### config.mk
export PLATFORM = sky130hd
export DESIGN_NAME = uart_rx_recover
export DESIGN_NICKNAME = d
export VERILOG_FILES = /design/src/rtl/uart_rx_pkg.sv /design/src/rtl/uart_rx_sync.sv /design/src/rtl/uart_rx_sampler.sv /design/src/rtl/uart_rx_recover.sv
export SDC_FILE = /design/constraint.sdc
export NUM_CORES = 1
export LEC_CHECK = 0
export ABC_AREA = 1
export BUFFER_PORTS_ARGS = -buffer_cell sky130_fd_sc_hd__buf_2
export CORE_MARGIN = 2
export CORE_UTILIZATION = 25
export DETAILED_ROUTE_END_ITERATION = 10
export SLEW_MARGIN = 20
export SYNTH_ARGS = -nofsm -noshare
export SYNTH_HDL_FRONTEND = slang
export SYNTH_SLANG_ARGS = --single-unit
### constraint.sdc
create_clock -name clk -period 3.19 [get_ports clk]
set_clock_uncertainty 0.05 [all_clocks]
set_input_delay 0.319 -clock clk [delete_from_list [all_inputs] [get_ports clk]]
set_output_delay 0.319 -clock clk [all_outputs]
set_load 0.02 [all_outputs]
### src/rtl/uart_rx_pkg.sv
package uart_rx_pkg;

  typedef enum logic [1:0] {
    PAR_NONE = 2'd0,
    PAR_EVEN = 2'd1,
    PAR_ODD  = 2'd2,
    PAR_RSVD = 2'd3
  } par_mode_e;

  typedef enum logic [2:0] {
    ST_IDLE,
    ST_START,
    ST_DATA,
    ST_PAR,
    ST_STOP
  } rx_state_e;

  localparam logic [3:0] MIN_CHAR = 4'd5;
  localparam logic [3:0] MAX_CHAR = 4'd9;

  // two-of-three vote
  function automatic logic maj3(input logic a, input logic b, input logic c);
    return (a & b) | (a & c) | (b & c);
  endfunction

  // character length limited to the legal range
  function automatic logic [3:0] clamp_bits(input logic [3:0] n);
    if (n < MIN_CHAR) return MIN_CHAR;
    if (n > MAX_CHAR) return MAX_CHAR;
    return n;
  endfunction

  function automatic logic par_used(input par_mode_e m);
    return (m == PAR_EVEN) || (m == PAR_ODD);
  endfunction

  // parity bit a correct sender would append; unused data bits are zero
  function automatic logic par_expect(input logic [8:0] d, input par_mode_e m);
    return (m == PAR_ODD) ? ~(^d) : (^d);
  endfunction

endpackage

### src/rtl/uart_rx_sync.sv
module uart_rx_sync #(
  parameter int   STAGES   = 2,
  parameter logic IDLE_LVL = 1'b1
) (
  input  logic clk,
  input  logic rst_n,
  input  logic d,
  output logic q
);

  logic [STAGES-1:0] chain;

  always_ff @(posedge clk or negedge rst_n) begin
    if (!rst_n) chain <= {STAGES{IDLE_LVL}};
    else        chain <= {chain[STAGES-2:0], d};
  end

  assign q = chain[STAGES-1];

endmodule

### src/rtl/uart_rx_sampler.sv
module uart_rx_sampler import uart_rx_pkg::*; #(
  parameter int OVS_NORM = 16,
  parameter int OVS_DBL  = 8,
  parameter int CW       = $clog2(OVS_NORM + 1)
) (
  input  logic          clk,
  input  logic          rst_n,
  input  logic          tick,
  input  logic          dbl,
  input  logic          hold,
  input  logic          line,
  output logic [CW-1:0] cnt,
  output logic          vote_ready,
  output logic          vote_val
);

  localparam logic [CW-1:0] SPB_N   = CW'(OVS_NORM);
  localparam logic [CW-1:0] SPB_D   = CW'(OVS_DBL);
  localparam logic [CW-1:0] FIRST_N = CW'(OVS_NORM / 2);
  localparam logic [CW-1:0] FIRST_D = CW'(OVS_DBL / 2);

  logic [CW-1:0] spb, first, idx;
  logic          v_a, v_b;

  // idx is the number of the sample taken at this strobe
  always_comb begin
    spb   = dbl ? SPB_D : SPB_N;
    first = dbl ? FIRST_D : FIRST_N;
    idx   = (cnt >= spb) ? CW'(1) : cnt + CW'(1);
  end

  always_ff @(posedge clk or negedge rst_n) begin
    if (!rst_n) begin
      cnt <= '0;
      v_a <= 1'b0;
      v_b <= 1'b0;
    end else if (tick) begin
      if (hold) begin
        cnt <= CW'(1);
      end else begin
        cnt <= idx;
        if (idx == first)          v_a <= line;
        if (idx == first + CW'(1)) v_b <= line;
      end
    end
  end

  assign vote_ready = tick & ~hold & (idx == first + CW'(2));
  assign vote_val   = maj3(v_a, v_b, line);

endmodule

### src/rtl/uart_rx_recover.sv
module uart_rx_recover import uart_rx_pkg::*; #(
  parameter int OVS_NORM    = 16,
  parameter int OVS_DBL     = 8,
  parameter int SYNC_STAGES = 2
) (
  input  logic       clk,
  input  logic       rst_n,
  input  logic       sample_tick,
  input  logic       dbl_speed,
  input  logic [3:0] data_bits,
  input  logic [1:0] parity_mode,
  input  logic       rxd,
  output logic       rx_valid,
  output logic [7:0] rx_data,
  output logic       rx_bit9,
  output logic       rx_frame_err,
  output logic       rx_parity_err
);

  localparam int CW = $clog2(OVS_NORM + 1);

  logic          line_s, line_prev;
  rx_state_e     state;
  logic [3:0]    bit_idx, nbits;
  logic [8:0]    shreg;
  logic          par_bit;
  par_mode_e     pmode;
  logic [CW-1:0] samp_cnt;
  logic          vote_ready, vote_val;
  logic          in_idle, start_edge, start_ok, start_rej, data_last, stop_done;

  uart_rx_sync #(.STAGES(SYNC_STAGES), .IDLE_LVL(1'b1)) u_sync (
    .clk   (clk),
    .rst_n (rst_n),
    .d     (rxd),
    .q     (line_s)
  );

  uart_rx_sampler #(.OVS_NORM(OVS_NORM), .OVS_DBL(OVS_DBL), .CW(CW)) u_samp (
    .clk        (clk),
    .rst_n      (rst_n),
    .tick       (sample_tick),
    .dbl        (dbl_speed),
    .hold       (in_idle),
    .line       (line_s),
    .cnt        (samp_cnt),
    .vote_ready (vote_ready),
    .vote_val   (vote_val)
  );

  // named events for the checker
  assign nbits      = clamp_bits(data_bits);
  assign pmode      = par_mode_e'(parity_mode);
  assign in_idle    = (state == ST_IDLE);
  assign start_edge = sample_tick & in_idle & line_prev & ~line_s;
  assign start_ok   = vote_ready & (state == ST_START) & ~vote_val;
  assign start_rej  = vote_ready & (state == ST_START) & vote_val;
  assign data_last  = (bit_idx == nbits - 4'd1);
  assign stop_done  = vote_ready & (state == ST_STOP);

  // line level at the previous strobe, for edge detection
  always_ff @(posedge clk or negedge rst_n) begin
    if (!rst_n)           line_prev <= 1'b0;
    else if (sample_tick) line_prev <= line_s;
  end

  always_ff @(posedge clk or negedge rst_n) begin
    if (!rst_n) begin
      state   <= ST_IDLE;
      bit_idx <= '0;
      shreg   <= '0;
      par_bit <= 1'b0;
    end else begin
      unique case (state)
        ST_IDLE:  if (start_edge) state <= ST_START;
        ST_START: begin
          if (start_rej) state <= ST_IDLE;
          if (start_ok) begin
            state   <= ST_DATA;
            bit_idx <= '0;
            shreg   <= '0;
            par_bit <= 1'b0;
          end
        end
        ST_DATA: if (vote_ready) begin
          shreg   <= shreg | (9'(vote_val) << bit_idx);
          bit_idx <= bit_idx + 4'd1;
          if (data_last) state <= par_used(pmode) ? ST_PAR : ST_STOP;
        end
        ST_PAR: if (vote_ready) begin
          par_bit <= vote_val;
          state   <= ST_STOP;
        end
        ST_STOP: if (stop_done) state <= ST_IDLE;
        default: state <= ST_IDLE;
      endcase
    end
  end

  always_ff @(posedge clk or negedge rst_n) begin
    if (!rst_n) begin
      rx_valid      <= 1'b0;
      rx_data       <= '0;
      rx_bit9       <= 1'b0;
      rx_frame_err  <= 1'b0;
      rx_parity_err <= 1'b0;
    end else begin
      rx_valid <= stop_done;
      if (stop_done) begin
        rx_data       <= shreg[7:0];
        rx_bit9       <= shreg[8];
        rx_frame_err  <= ~vote_val;
        rx_parity_err <= par_used(pmode) & (par_bit != par_expect(shreg, pmode));
      end
    end
  end

endmodule

# ---- Word-level counts from Yosys, hierarchy flattened
# Cells that the tools add are included.
dict set report word_totals {
  regBits 39
  out_inout_bits 12
  elab_cells 101
}
dict set report op_classes {
  add_sub_neg 5
  magnitude_cmp 3
  n_eq_ne 18
  n_shift 1
  muxes 30
  bitwise 20
  reduce_logical 10
}
# op count
set op_table {}
lappend op_table {{2-to-1 mux 4 bit} 7}
lappend op_table {{2-to-1 mux 3 bit} 8}
lappend op_table {{2-to-1 mux 9 bit} 2}
lappend op_table {{case mux 9 bit (2 select lines)} 1}
lappend op_table {{equality test 5 bit} 3}
lappend op_table {{2-to-1 mux 5 bit} 3}
lappend op_table {{case mux 3 bit (5 select lines)} 1}
lappend op_table {{AND 1 bit} 13}
lappend op_table {{AND reduction 3 bit} 4}
lappend op_table {{adder 5 x 1 -> 5 bit, second input constant} 2}
lappend op_table {{inequality test 2 bit, second input constant} 5}
lappend op_table {{bitwise OR 9 bit} 1}
lappend op_table {{XOR reduction 9 bit} 1}
lappend op_table {{<< shifter 1 x 4 -> 9 bit} 1}
lappend op_table {{case mux 4 bit (2 select lines)} 1}
lappend op_table {{equality test 3 x 2 -> 1 bit, second input constant} 2}
lappend op_table {{2-to-1 mux 1 bit} 6}
lappend op_table {{AND reduction 6 bit} 1}
lappend op_table {{adder 5 x 2 -> 5 bit, second input constant} 1}
lappend op_table {{greater-or-equal comparator 5 bit} 1}
lappend op_table {{adder 4 x 1 -> 4 bit, second input constant} 1}
lappend op_table {{equality test 4 bit} 1}
lappend op_table {{greater-than comparator 4 bit, second input constant} 1}
lappend op_table {{less-than comparator 4 x 3 -> 1 bit, second input constant} 1}
lappend op_table {{other kinds (14)} 19}

# ---- Depth between registers and ports, before layout
# Gate-level depths: netlist of run 1.
dict set report depth {
  word_depth 10
  ltp_mapped 18
}

# ---- Hierarchy
# Synthesis of run 1 repeated with hierarchy kept, for this count alone.
dict set report hier_totals {
  cells_unflattened 302
  area_unflattened_um2 2357.3
}
# module n_inst cells_per_inst area_per_inst_um2 seq_area_each_um2
set modules_own_cells {}
lappend modules_own_cells {uart_rx_recover 1 219 1715.4 750.7}
lappend modules_own_cells {uart_rx_sampler 1 81 589.3 175.2}
lappend modules_own_cells {uart_rx_sync 1 2 52.6 52.6}

# ---- Worst setup path after synthesis of run 1
# OpenSTA, ideal clock, no wires.
dict set report synth_timing {
  path_type {reg-to-reg}
  startpoint {reg u_samp.cnt[4]}
  endpoint {reg state[0]}
  setup_ps 118
  arrival_time_ps 1785
  t_required_ps 3022
  setup_slack_ps 1237
  stages_incl_launch_ff 12
  n_path_buf 0
  synth_period_minus_slack_ps 1953
  path_cell_list {dfrtp_1 > ha_1 > a21oi_1 > nand2_2 > inv_1 > nand4_1 > nor2_1 > nand2_1 > a21oi_1 > inv_1 > nand2_1 > nand2_1}
}
dict set report synth_via {
  elab_chain_len 8
}
# item line_no
set synth_rtl {}
lappend synth_rtl {{start: declaration} uart_rx_sampler.sv:12} ;# output logic [CW-1:0] cnt,
lappend synth_rtl {{start signal: assignment} uart_rx_sampler.sv:41} ;# cnt <= idx;
lappend synth_rtl {{adder 5 x 1 -> 5 bit / greater-or-equal comparator 5 bit (equally long branches)} uart_rx_sampler.sv:29} ;# idx = (cnt >= spb) ? CW'(1) : cnt + CW'(1);
lappend synth_rtl {{2-to-1 mux 5 bit *} uart_rx_sampler.sv:29}
lappend synth_rtl {{equality test 5 bit *} uart_rx_sampler.sv:48} ;# assign vote_ready = tick & ~hold & (idx == first + CW'(2));
lappend synth_rtl {{AND 1 bit *} uart_rx_sampler.sv:48}
lappend synth_rtl {{AND 1 bit} {uart_rx_recover.sv:56, uart_rx_recover.sv:57}}
lappend synth_rtl {{AND 1 bit (on tied branches)} {uart_rx_recover.sv:56, uart_rx_recover.sv:57}}
lappend synth_rtl {{inequality test 3 bit (no source line) / 2-to-1 mux 3 bit (equally long branches)} --}
lappend synth_rtl {{AND reduction 6 bit (no source line) / case mux 3 bit (5 select lines) (equally long branches)} --}
lappend synth_rtl {{end signal: assignment} uart_rx_recover.sv:88} ;# if (data_last) state <= par_used(pmode) ? ST_PAR : ST_STOP;
lappend synth_rtl {{end: declaration} uart_rx_recover.sv:23} ;# rx_state_e state;
# Mark *: on every way between the ends. The rest lies on a longest branch, timed or not.
# A chain may end at the register's enable or synchronous reset.

# ---- Worst setup path after layout of run 1
dict set report layout_timing {
  startpoint {reg u_samp.cnt[4]}
  endpoint {reg rx_data[6]}
}
dict set report layout_via {
  elab_chain_len 5
}
# item line_no
set layout_rtl {}
lappend layout_rtl {{adder 5 x 1 -> 5 bit / greater-or-equal comparator 5 bit (equally long branches)} uart_rx_sampler.sv:29}
lappend layout_rtl {{2-to-1 mux 5 bit *} uart_rx_sampler.sv:29}
lappend layout_rtl {{equality test 5 bit *} uart_rx_sampler.sv:48}
lappend layout_rtl {{AND 1 bit *} uart_rx_sampler.sv:48}
lappend layout_rtl {{AND 1 bit *} uart_rx_recover.sv:59} ;# assign stop_done = vote_ready & (state == ST_STOP);
lappend layout_rtl {{end signal: assignment} uart_rx_recover.sv:110} ;# rx_data <= shreg[7:0];
lappend layout_rtl {{end: declaration} uart_rx_recover.sv:14} ;# output logic [7:0] rx_data,
# Marks and branches as above.

==> qor.yml, run 1 <==
slew-limit-headroom: 0.4235
core_um2: 8678
fin_nets: 330
cts_resized: 0
cts_root_buf: "clkbuf_8"
pre_cts_ws_ps: 685.6
antenna_found_initial: 0
synth_area_per_cell_um2: 7.792
ys_ff_latch: 39
required_ps: 3310
drive_above_1_share: 0.1438
start_util: 0.2568
clk_pin_slew_ps: 80
synth_area_leaders: "dfrtp_1 (42%), nand2_1 (11%), inv_1 (7.4%), nand3_1 (5.2%), ha_1 (3.9%)"
synth_edf_count: 0
ys_async_sr_fraction: 1.000
p_comb_frac: 0.370
first_pass_iters: 4
vias: 1934
path_cells: "ha_1 -> a21oi_1 -> nand2_2 -> nor2_2 -> nand2_2 -> nand2_4 -> inv_2 -> nor2_4 -> nand2_2 -> nand2_1 -> o21ai_1"
crit_top_cell: "nand2_2"
p_int_mw: 1.074
slew_violations: 0
yosys_warnings: 0
power_mw: 1.758
rsz0062_at_grt: "false"
timing.final.hold_violations: 0
use_met1: 0.1309
via_per_inst: 4.594
overflow: 0
pin_count: 23
p_per_area_nw_per_um2: 685.8
gr-usage-met2: 0.1769
std_cell_rows: 34
cts_hold_buf: 0
cts_tree: "done"
cts_max_level: 2
hp-class: "in -> reg"
die_y_um: 98.41
die_area_um2: 9685
gp_congestion: 0.8803
netlist_instances: 286
routed_wl_um: 4751
fin_crit_ps: 2456
chipWidth_um: 98.41
synth-main-ff-cell: "dfrtp_1"
max_clock_freq_mhz: 407.2
power.switching_uw: 683.6
clkLatencyLatePin_ps: 290
crit_fanout: 20
drc: 0
clkPwrFrac: 0.244
syn-num-nets: 304
slowest_delay_ps: 410
yosys.area.top_type: "dfrtp_1"
synth_cell_types: 33
synth_most_common_cell: "nand2_1"
dp_hpwl_um: 3698
synthTopCellsByCount: "nand2_1 (63), inv_1 (44), dfrtp_1 (37), nand3_1 (23), nor2_1 (18)"
grt_pass1_wl_um: 8487
clock-sinks: 39
crit_path_start_kind: "flop"
drt_iter0_drc: 172
grt_pass1_vias: 1905
cts_buffers: 5
critPathSlowestCell: "dfrtp_1"
pwr-share-seq: 0.385
ir_drop_mv: 0.2058
tightestPinTransition_ps: 864.8
cp_data_arrival_time_ps: 2570
post-cts-setup-buffer-count: 0
track_usage: 0.1055
cts_max_path_buffers: 2
wire_per_inst_um: 11.29
finalSetupTns_ps: 0
netlist.area_leader.share: 0.4155
endpoint_kind: "flop"
diodes: 0
ant_nets: 0
area_growth_pct: 15.05
port_buffers: 22
grt_start_max_net_pins: 40
syn-cell-area_um2: 2228
status: "completed"
fin_ws_ps: 734.2
setup_viol: 0
grt_use_met3: 0.03333
fin_hold_ws_ps: 77.97
maxCapViolations: 0
final.period_utilization: 0.7699
p_leak_nw: 1.316
r2r_slack_ps: 730
busiest_layer: "met2"
swShare: 0.3888
seq_area_frac_synth: 0.4391
crit_type: "reg -> reg"
## power groups by stage
stage | Sequential [mW] | Clock, mW | Combinational, mW
after floorplan | 0.666 | 0 | 0.526
after global placement | 0.683 | 0 | 0.641
after detailed placement | 0.685 | 0 | 0.654
after CTS | 0.677 | 0.441 | 0.657
after global routing | 0.694 | 0.457 | 0.754
final | 0.677 | 0.430 | 0.651
## critical path: cells and delay by family, from the launching register on
kind,cells,cell delay (ps)
compound gates,2,320
fa+ha+maj,1,310
buf+inv,1,50
flops,1,410
simple gates,7,1170
## path summary, 6_finish.rpt
path	from	endpoint	cells past startpoint
worst min-delay path	rxd	u_sync.chain[0]	1
worst min register to register	u_sync.chain[0]	u_sync.chain[1]	0
min in group asynchronous	rst_n	u_samp.cnt[3]	1
worst max-delay path	u_samp.cnt[4]	rx_data[6]	11
max in group asynchronous	rst_n	shreg[8]	1
worst max register to register	u_samp.cnt[4]	rx_data[6]	11
## layout by cell type, fill, tap and decap left out, types with 7 or more instances in the layout
cell and count:
nand2_1 63, o21ai_1 9, a21oi_1 17, ha_1 7, buf_2 22, nand4_1 14
nand3_1 23, nor2_1 18, nor3_1 7, o21ai_0 9, dfrtp_1 37, inv_1 44
## routing by layer
layer,vias up,wire [um]
met5,-,0
met4,0,19
met3,2,284
met2,48,2207
met1,898,2239
li1,986,-
## kinds of logic (layout without fill, tap and decap cells)
group / Yosys count / count (layout) / synth area share
DFF: 39 / 39 / 0.4391
xor gates and xnor gates: 9 / 9 / 0.03538
buffers and inverters: 52 / 79 / 0.09657
and+or+nand+nor: 135 / 135 / 0.2791
adders and majority gates: 7 / 7 / 0.03930
AOI/OAI and AO/OA: 44 / 44 / 0.1106
## metrics by stage
| stage | cell area, um^2 | util | cells |
|---|---|---|---|
| 2_1_floorplan | 2228 | - | 286 |
| 3_3_place_gp | 2446 | 0.2819 | 413 |
| 3_5_place_dp | 2446 | 0.2819 | 413 |
| 4_1_cts | 2564 | 0.2954 | 421 |
| 5_1_grt | 2564 | 0.2954 | 421 |
| 6_report | 2564 | 0.2954 | 421 |
## sequential cells by signal, summed over array words and instances, names as in the netlist
name           flops
rx_bit9            1
rx_data            8
par_bit            1
u_samp.v_b         1
rx_parity_err      1
shreg              9
line_prev          1
u_sync.chain       2
bit_idx            4
u_samp.v_a         1
rx_frame_err       1
state              3
u_samp.cnt         5
rx_valid           1
## final cells by class
cell class	count	area [um^2]
fillers	942	6115
well taps	108	135.1
flip-flops and latches	39	978.4
repair buffers	23	117.6
clock inverters	2	35.03
inverters	48	180.2
clock buffers	6	82.58
multi-input cells	195	1035
(Power assumes the default switching activity.)
==> run 2: changes to the inputs <==
--- a/config.mk
+++ b/config.mk
@@ -5,7 +5,7 @@
 export SDC_FILE = /design/constraint.sdc
 export NUM_CORES = 1
 export LEC_CHECK = 0
-export ABC_AREA = 1
+export ABC_AREA = 0
 export BUFFER_PORTS_ARGS = -buffer_cell sky130_fd_sc_hd__buf_2
 export CORE_MARGIN = 2
 export CORE_UTILIZATION = 25
==> constraint.sdc (replaced) <==
create_clock -name clk -period 2.03 [get_ports clk]
set_clock_uncertainty 0.05 [all_clocks]
set_input_delay 0.203 -clock clk [delete_from_list [all_inputs] [get_ports clk]]
set_output_delay 0.203 -clock clk [all_outputs]
set_load 0.02 [all_outputs]
==> qor.yml, run 2 <==
max_clock_freq_mhz: 406.2  # -0.24%
core_um2: 8636  # -0.49%
status: "finished with violations"
cts_tree: "done"
synthAdderAreaFrac: 0.03982  # +0.0005142
ir_drop_mv: 0.3421  # +66%
netlist_instances: 218  # -24%
chipWidth_um: 97.80  # -0.62%
gp_congestion: 0.8583  # -2.5%
fin_nets: 317  # -3.9%
crit_type: "reg -> reg"
first_pass_iters: 4  # unchanged
pin_count: 23  # unchanged
port_buffers: 22  # unchanged
synth_compound_area_frac: 0.1428  # +0.03216
maxCapViolations: 0  # unchanged
hp-class: "in -> reg"
ys_async_sr_fraction: 1.000  # unchanged
final_cell_mix: "buf_4 (47), dfrtp_1 (36), nand2_1 (22), buf_2 (22), nor2_1 (13)"
synth_area_leaders: "dfrtp_1 (42%), xnor2_1 (4.8%), nand2_1 (4.3%), mux2_4 (4.1%), ha_1 (4.0%)"
dp_hpwl_um: 3786  # +2.4%
netlist.area_leader.share: 0.4209  # +0.005436
cts_max_path_buffers: 2  # unchanged
via_per_inst: 4.630  # +0.79%
timing.final.hold_violations: 0  # unchanged
max_flop_register: "shreg"
cts_buffers: 5  # unchanged
seq_area_frac_synth: 0.4448  # +0.005744
rsz0062_at_grt: "true"
synth_area_per_cell_um2: 10.09  # +29%
largest_register_ff_count: 9  # unchanged
fin_crit_ps: 2462  # +5.963 ps
tightestPinTransition_ps: 622.5  # -242.2 ps
synth-main-ff-cell: "dfrtp_1"
start_util: 0.2547  # -0.002067
reg.largest.list: "shreg x9, rx_data x8, u_samp.cnt x5"
endpoint_kind: "flop"
yosys.area.top_type: "dfrtp_1"
area_growth_pct: 48.07
drt_iter0_drc: 123  # -28%
cp_data_arrival_time_ps: 2630  # +60 ps
fin_ws_ps: -431.8  # -1166 ps
slew_violations: 0  # unchanged
cts_root_buf: "clkbuf_8"
final.period_utilization: 1.213  # +0.4429
vias: 1889  # -2.3%
crit_path_start_kind: "flop"
clk_pin_slew_ps: 80  # about the same
ys_ff_latch: 39  # unchanged
final_common_cell: "buf_4"
grt_start_max_net_pins: 28  # -30%
p_per_area_nw_per_um2: 897.1  # +31%
power_mw: 2.922  # +66%
synth_cell_types: 50  # +52%
required_ps: 2200  # -1110 ps
overflow: 0  # unchanged
p_leak_nw: 1.487  # +13%
synth_edf_count: 0  # unchanged
die_y_um: 97.80  # -0.62%
synthSimpleGateAreaFrac: 0.1985  # -0.08054
slew-limit-headroom: 0.5850  # +0.1615
routed_wl_um: 5429  # +14%
synth_top_family_by_area: "simple AND/OR/NAND/NOR gates"
cts_max_level: 2  # unchanged
synth.area.mux_share: 0.07167  # +0.07167
grt_pass1_vias: 1804  # -5.3%
fillers: 833  # -12%
track_usage: 0.1091  # +0.003610
grt_pass1_wl_um: 8549  # +0.73%
synth-xor-area-share: 0.06371  # +0.02834
drive_above_1_share: 0.4767  # +0.3329
synthTopCellsByCount: "dfrtp_1 (37), nand2_1 (25), o21ai_0 (17), nor2_1 (14), xnor2_1 (12)"
clkLatencyLatePin_ps: 290  # about the same
place_area_um2: 2753  # +13%
crit_fanout: 5  # -75%
syn-cell-area_um2: 2200  # -1.3%
synth_most_common_cell: "dfrtp_1"
syn-num-nets: 236  # -22%
wire_per_inst_um: 13.31  # +18%
finish.instance_area_um2: 3257  # +27%
yosys_warnings: 0  # unchanged
ant_nets: 0  # unchanged
antenna_found_initial: 0  # unchanged
diodes: 0  # unchanged
setup_viol: 32  # +32
std_cell_rows: 34  # unchanged
clock-sinks: 39  # unchanged
die_area_um2: 9565  # -1.2%
failed_checks: "setup timing"
drc: 0  # unchanged
-- run 2: layout make-up --
cell class                      count  area, um^2  share of cell area
Clock inverter                      3       25.02            0.007683
Inverter                           10       40.04             0.01229
Timing Repair Buffer               82       629.4              0.1932
Clock buffer                        5       68.82             0.02113
Multi-Input combinational cell    161        1379              0.4234
Tap cell                          108       135.1             0.04149
Sequential cell                    39       979.7              0.3008
-- run 2: metal layers --
metal | vias up | wire, um | global-route usage
met5 | - | 0 | 0
met4 | 0 | 21 | 0.02030
met3 | 2 | 189 | 0.02649
met2 | 41 | 2596 | 0.1814
met1 | 900 | 2622 | 0.1466
li1 | 946 | - | -
-- run 2: final timing paths --
check | from | end | slack, ps | depth (start not counted)
max in group asynchronous | rst_n | u_samp.cnt[3] | 970 | 3
hold reg to reg | u_sync.chain[0] | u_sync.chain[1] | 310 | 0
setup / recovery | u_samp.cnt[0] | state[2] | -430 | 9
min in group asynchronous | rst_n | rx_data[7] | 410 | 2
hold / removal | sample_tick | u_samp.cnt[1] | 260 | 3
setup reg to reg | u_samp.cnt[0] | state[2] | -430 | 9
-- run 2: critical path, cell delays in order (launching register included) --
cell and delay [ps]:
dfrtp_1 410, buf_6 120, inv_2 30, ha_2 160, and4b_1 190, nor3_4 260, nand4_4 150, or3_1 410
or4_1 520, o21ai_1 90
-- run 2: where the power goes --
part	switching (mW)	total, mW	internal [mW]
sequential	0.0931	0.964	0.871
combinational	0.723	1.42	0.696
clock	0.293	0.538	0.246
-- run 2: metrics by stage --
| stage | utilization | cells | setup slack, ps | setup TNS, ps | hold slack (ps) |
|---|---|---|---|---|---|
| finish | 0.3771 | 408 | -431.8 | -9333 | 257.5 |
| CTS | 0.3496 | 400 | -374.4 | -8429 | 227.6 |
| floorplan | - | 218 | -496.2 | -8507 | -142.6 |
| global placement | 0.3187 | 383 | -429.6 | -9315 | 206.4 |
| global route | 0.3771 | 408 | -515.3 | -12570 | 283.6 |
| detailed placement | 0.3187 | 383 | -464.9 | -10180 | 208.1 |
-- run 2: cell families after synthesis --
family	after synthesis
fa+ha+maj	7
mux	12
simple gates	78
flops	39
compound gates	48
xor+xnor	16
buf+inv	18
-- run 2: repair_timing --
item,4_1_cts,5_1_grt
cloned,1,1
endpoints found under the setup margin,33,34
resized for setup,32,37
pin swaps,19,12
hold endpoints to repair,24,0
hold buffers,2,0
buffers inserted,7,8
